--- src/rtl/seg_disp_pkg.sv ---
package seg_disp_pkg;

  localparam int unsigned OFS_DIGIT = 0;
  localparam int unsigned OFS_CTRL  = 1;
  localparam int unsigned SEG_W     = 7;

  // Active-high pattern, bit order {g,f,e,d,c,b,a}
  function automatic logic [SEG_W-1:0] seg_pattern(input logic [3:0] val);
    logic [SEG_W-1:0] p;
    case (val)
      4'h0: p = 7'h3F;
      4'h1: p = 7'h06;
      4'h2: p = 7'h5B;
      4'h3: p = 7'h4F;
      4'h4: p = 7'h66;
      4'h5: p = 7'h6D;
      4'h6: p = 7'h7D;
      4'h7: p = 7'h07;
      4'h8: p = 7'h7F;
      4'h9: p = 7'h6F;
      4'hA: p = 7'h77;
      4'hB: p = 7'h7C;
      4'hC: p = 7'h39;
      4'hD: p = 7'h5E;
      4'hE: p = 7'h79;
      default: p = 7'h71;
    endcase
    return p;
  endfunction

endpackage

--- src/rtl/seg_regfile.sv ---
module seg_regfile
  import seg_disp_pkg::*;
#(
  parameter int unsigned DATA_W  = 32,
  parameter int unsigned ADDR_W  = 1,
  parameter int unsigned DIGIT_W = 3
) (
  input  logic               clk,
  input  logic               rst_n,
  input  logic               cs,
  input  logic               wr,
  input  logic [ADDR_W-1:0]  addr,
  input  logic [DATA_W-1:0]  wr_data,
  output logic [DIGIT_W-1:0] digit_q,
  output logic               show_q
);

  logic               wr_en;
  logic [DIGIT_W-1:0] digit_d;
  logic               show_d;
  logic               unused_hi;

  assign wr_en     = cs & wr;
  assign unused_hi = ^wr_data[DATA_W-1:DIGIT_W];

  always_comb begin
    digit_d = digit_q;
    show_d  = show_q;
    if (addr == ADDR_W'(OFS_DIGIT)) digit_d = wr_data[DIGIT_W-1:0];
    if (addr == ADDR_W'(OFS_CTRL))  show_d  = wr_data[0];
  end

  always_ff @(posedge clk or negedge rst_n) begin
    if (!rst_n) begin
      digit_q <= '0;
      show_q  <= 1'b0;
    end else if (wr_en) begin
      digit_q <= digit_d;
      show_q  <= show_d;
    end
  end

endmodule

--- src/rtl/seg_readback.sv ---
module seg_readback
  import seg_disp_pkg::*;
#(
  parameter int unsigned DATA_W  = 32,
  parameter int unsigned ADDR_W  = 1,
  parameter int unsigned DIGIT_W = 3
) (
  input  logic               clk,
  input  logic               rst_n,
  input  logic               cs,
  input  logic               rd,
  input  logic [ADDR_W-1:0]  addr,
  input  logic [DIGIT_W-1:0] digit_q,
  input  logic               show_q,
  output logic [DATA_W-1:0]  rd_data
);

  logic              rd_en;
  logic [DATA_W-1:0] rd_d;

  assign rd_en = cs & rd;

  always_comb begin
    rd_d = '0;
    if (rd_en) begin
      if (addr == ADDR_W'(OFS_DIGIT)) rd_d = DATA_W'(digit_q);
      if (addr == ADDR_W'(OFS_CTRL))  rd_d = DATA_W'(show_q);
    end
  end

  always_ff @(posedge clk or negedge rst_n) begin
    if (!rst_n) rd_data <= '0;
    else        rd_data <= rd_d;
  end

endmodule

--- src/rtl/seg_decoder.sv ---
module seg_decoder
  import seg_disp_pkg::*;
#(
  parameter int unsigned DIGIT_W = 3
) (
  input  logic               clk,
  input  logic               rst_n,
  input  logic [DIGIT_W-1:0] digit_q,
  input  logic               show_q,
  output logic [SEG_W-1:0]   seg_n
);

  logic [3:0]       idx;
  logic [SEG_W-1:0] seg_d;

  generate
    if (DIGIT_W >= 4) begin : g_wide
      assign idx = digit_q[3:0];
    end else begin : g_narrow
      assign idx = 4'(digit_q);
    end
  endgenerate

  always_comb begin
    if (show_q) seg_d = ~seg_pattern(idx);
    else        seg_d = '1;
  end

  always_ff @(posedge clk or negedge rst_n) begin
    if (!rst_n) seg_n <= '1;
    else        seg_n <= seg_d;
  end

endmodule

--- src/rtl/seg_display_ctrl.sv ---
module seg_display_ctrl
  import seg_disp_pkg::*;
#(
  parameter int unsigned DATA_W  = 32,
  parameter int unsigned ADDR_W  = 1,
  parameter int unsigned DIGIT_W = 3
) (
  input  logic              clk,
  input  logic              rst_n,
  input  logic              cs,
  input  logic [ADDR_W-1:0] addr,
  input  logic              rd,
  input  logic              wr,
  input  logic [DATA_W-1:0] wr_data,
  output logic [DATA_W-1:0] rd_data,
  output logic [SEG_W-1:0]  seg_n
);

  logic [DIGIT_W-1:0] digit_q;
  logic               show_q;

  seg_regfile #(.DATA_W(DATA_W), .ADDR_W(ADDR_W), .DIGIT_W(DIGIT_W)) regs_i (
    .clk(clk), .rst_n(rst_n), .cs(cs), .wr(wr), .addr(addr),
    .wr_data(wr_data), .digit_q(digit_q), .show_q(show_q)
  );

  seg_readback #(.DATA_W(DATA_W), .ADDR_W(ADDR_W), .DIGIT_W(DIGIT_W)) rdbk_i (
    .clk(clk), .rst_n(rst_n), .cs(cs), .rd(rd), .addr(addr),
    .digit_q(digit_q), .show_q(show_q), .rd_data(rd_data)
  );

  seg_decoder #(.DIGIT_W(DIGIT_W)) dec_i (
    .clk(clk), .rst_n(rst_n), .digit_q(digit_q), .show_q(show_q), .seg_n(seg_n)
  );

endmodule

--- config.mk ---
export PLATFORM = sky130hd
export DESIGN_NAME = seg_display_ctrl
export DESIGN_NICKNAME = d
export VERILOG_FILES = /design/src/rtl/seg_disp_pkg.sv /design/src/rtl/seg_regfile.sv /design/src/rtl/seg_readback.sv /design/src/rtl/seg_decoder.sv /design/src/rtl/seg_display_ctrl.sv
export SDC_FILE = /design/constraint.sdc
export NUM_CORES = 1
export LEC_CHECK = 0
export BUFFER_PORTS_ARGS = -buffer_cell sky130_fd_sc_hd__buf_2
export CORE_MARGIN = 2
export CORE_UTILIZATION = 36
export DETAILED_ROUTE_END_ITERATION = 10
export GPL_ROUTABILITY_DRIVEN = 0
export PLACE_DENSITY = 0.76
export SETUP_SLACK_MARGIN = 0.3
export SYNTH_ARGS = -nofsm -noshare
export SYNTH_HDL_FRONTEND = slang
export SYNTH_SLANG_ARGS = --single-unit
--- constraint.sdc ---
create_clock -name clk -period 1.8 [get_ports clk]
set_clock_uncertainty 0.15 [all_clocks]
set_input_delay 0.09 -clock clk [delete_from_list [all_inputs] [get_ports clk]]
set_output_delay 0.09 -clock clk [all_outputs]
set_load 0.02 [all_outputs]
==> impl_metrics.env <==
export IMPL_status="finished clean"
export IMPL_cts_buffers=3
export IMPL_cp_num_buf_inv=3
export IMPL_grtUsageTotal_pct=9.07
export IMPL_p_int_mw=0.627
export IMPL_crit_path_end_kind="flop"
export IMPL_die_w_microns=52.1
export IMPL_timing_final_setup_violations=0
export IMPL_grt_setup_unrepaired="yes"
export IMPL_fin_nets=148
export IMPL_clk_latency_ns=0.27
export IMPL_routed_wl_mm=1.08
export IMPL_start_util_pct=38.0
export IMPL_synth_simple_area_share_pct=8.87
export IMPL_die_y_microns=52.1
export IMPL_reg2reg_depth=2
export IMPL_max_stage_delay_ns=0.59
export IMPL_htree_levels=1
export IMPL_grt_max_degree=15
export IMPL_period_share_pct=80.7
export IMPL_finalCriticalPeriod_ns=1.45
export IMPL_rr_startpoint="regs_i.digit_q[2]$_DFFE_PN0P_"
export IMPL_cp_slowest_cell="dlygate4sd3_1"
export IMPL_synthTopCellsByArea="buf_4 26%, dfstp_2 22%, dfrtp_1 21%"
export IMPL_crit_start="rd"
export IMPL_p_sw_mw=0.311
export IMPL_synth_area_mux_share_pct=7.97
export IMPL_nFillCells=210
export IMPL_regToRegEndpoint="rdbk_i.rd_data[2]$_DFF_PN0_"
export IMPL_num_vias=489
export IMPL_synth_largest_area_cell="buf_4"
export IMPL_synth_avg_cell_area_sq_um=11.1
export IMPL_io_pins=77
export IMPL_cts_buffer_depth=2
export IMPL_cp_endpoint="rdbk_i.rd_data[0]$_DFF_PN0_"
export IMPL_yosysSeqAreaShare_pct=43.2
export IMPL_regArea_sq_um=360
export IMPL_synth_seq_cells=14
export IMPL_multi_input_area_sq_um=359
export IMPL_power_frac_clock_pct=23.2
export IMPL_report_final_slew_viol_count=0
export IMPL_synth_cells=75
export IMPL_p_comb_share_pct=30.3
export IMPL_drtPass1Iterations=2
export IMPL_fmax_mhz=688
export IMPL_grt_pass1_wl_mm=1.72
export IMPL_drc=0
export IMPL_worstPathMaxFanout=2
export IMPL_synth_compound_area_share_pct=4.51
export IMPL_synth_xor_area_share_pct=0
export IMPL_crit_chain="dlygate4sd3_1, buf_2, nand2_1, dlygate4sd3_1, nor2_1"
export IMPL_antenna_found_initial=0
export IMPL_syn2layout_area_growth_pct=16.8
export IMPL_peakVddDrop_mv=0.427
export IMPL_arrival_ns=1.47
export IMPL_swShare_pct=33.2
export IMPL_synth_top_cell_area_share_pct=26.2
export IMPL_maxCapViolations=0
export IMPL_worstSetupPathType="in -> reg"
export IMPL_drive_above_1_share_pct=35.6
export IMPL_grt_pass1_vias=411
export IMPL_critPathTopFamily="buffers and inverters"
export IMPL_synthAdderAreaFrac_pct=7.52
export IMPL_root_buffer="clkbuf_4"
export IMPL_cts_sinks=14
export IMPL_power_density_nw_per_um2=965
export IMPL_viasPerCell=3.70
export IMPL_die_area_sq_um=2710
export IMPL_io_buffers=18
export IMPL_cp_start_kind="input pin"
export IMPL_pwr_share_seq_pct=46.5
export IMPL_cts_tree="done"
export IMPL_tns_ns=0
export IMPL_wire_per_inst_microns=8.20
export IMPL_rrSetupSlack_ns=0.36
export IMPL_clkTransAtPathRegs_ns=0.08
export IMPL_drt_initial_drc_count=1
export IMPL_synth_top_family_by_area="buffers and inverters"
export IMPL_ys_warn_count=0
export IMPL_post_cts_buffers=0
export IMPL_final_common_cell="conb_1"
export IMPL_total_power_mw=0.938
export IMPL_path_depth=5
export IMPL_hold_path_class="in -> reg"
export IMPL_path_common_cell="dlygate4sd3_1"
export IMPL_final_cell_mix="29 x conb_1, 18 x buf_2, 8 x dlygate4sd3_1, 7 x dfstp_2"
export IMPL_grt_ovfl_total=0
export IMPL_core_area_sq_um=2190
export IMPL_rows=17
export IMPL_syn_cell_area_sq_um=832
export IMPL_postRouteAntennaNets=0
export IMPL_cp_required_ns=1.82
export IMPL_diodes=0
export IMPL_p_leak_nw=0.514
export IMPL_ys_types=20
export IMPL_hpwl_microns=838
export IMPL_hold_viol_final=0
==> final cells by class <==
type / count / share of cell area (%)
clock buffers: 4 / 3.73
inverters: 3 / 1.16
multi-input cells: 57 / 36.9
flip-flops and latches: 14 / 37.1
well taps: 28 / 3.60
repair buffers: 26 / 17.5
==> worst min-delay path, stage by stage <==
cell and delay [ns]:
buf_2 0.12, nand3_1 0.08, mux2_2 0.14
==> metrics by stage <==
stage          std cells  area, sq um  hold slack (ns)  setup WS, ns  utilization (%)
2_1_floorplan        103          937           -0.356         0.547                -
5_1_grt              132          972           0.0507         0.304             44.4
6_report             132          972           0.0443         0.347             44.4
3_5_place_dp         120          845           -0.159         0.443             38.5
3_3_place_gp         120          845           -0.167         0.468             38.5
4_1_cts              132          961           0.0405         0.351             43.9
==> how the worst min path moves through the flow <==
stage,depth (start not counted),endpoint,from
after global routing,3,regs_i.show_q$_DFFE_PN0P_,wr
after floorplan,0,rdbk_i.rd_data[0]$_DFF_PN0_,rst_n
final,3,regs_i.show_q$_DFFE_PN0P_,wr
after detailed placement,1,regs_i.digit_q[2]$_DFFE_PN0P_,rst_n
after CTS,3,regs_i.show_q$_DFFE_PN0P_,wr
after global placement,1,regs_i.digit_q[1]$_DFFE_PN0P_,rst_n
==> flip-flops by register name, indices dropped and copies added, names as in the netlist <==
signal / cells
regs_i.show_q: 1
regs_i.digit_q: 3
rdbk_i.rd_data: 3
dec_i.seg_n: 7
==> cells by family (layout without fill, tap and decap cells) <==
family | count (synthesis) | after routing
fa+ha+maj | 5 | 5
compound gates | 7 | 7
simple gates | 11 | 11
other cells | 1 | 29
buf+inv | 32 | 33
mux | 5 | 5
flops | 14 | 14
==> per-layer routing <==
layer / vias to the layer above / global-route usage [%] / wire, microns
li1: 238 / - / -
met1: 220 / 10.5 / 423
met2: 31 / 13.5 / 517
met3: 0 / 3.45 / 141
met4: 0 / 6.58 / 0
met5: - / 0 / 0
==> synthesized netlist by cell type <==
cell,count
conb_1,1
buf_4,29
o21ai_0,6
mux2_4,3
mux2i_1,1
nand3_1,1
mux2_2,1
nor3_1,1
dfrtp_1,7
nand3b_4,1
dfstp_2,7
nand2_1,1
nand2b_1,1
ha_1,5
a21boi_0,1
nor2b_1,2
inv_1,3
and2_1,1
nor3b_1,1
nor2_1,2
==> what timing repair did <==
action                                 4_1_cts  5_1_grt
endpoints found under the hold margin       21        0
resized for setup                            0        3
hold buffers                                 8        0
setup endpoints to repair                    0        2
==> power by group through the flow <==
stage	clock (mW)	sequential, mW	combinational [mW]
finish	0.217	0.436	0.284
detailed placement	0	0.443	0.271
global placement	0	0.440	0.265
floorplan	0	0.497	0.189
global route	0.246	0.447	0.313
CTS	0.224	0.437	0.284
No activity file was read; power rests on OpenSTA's default activity.
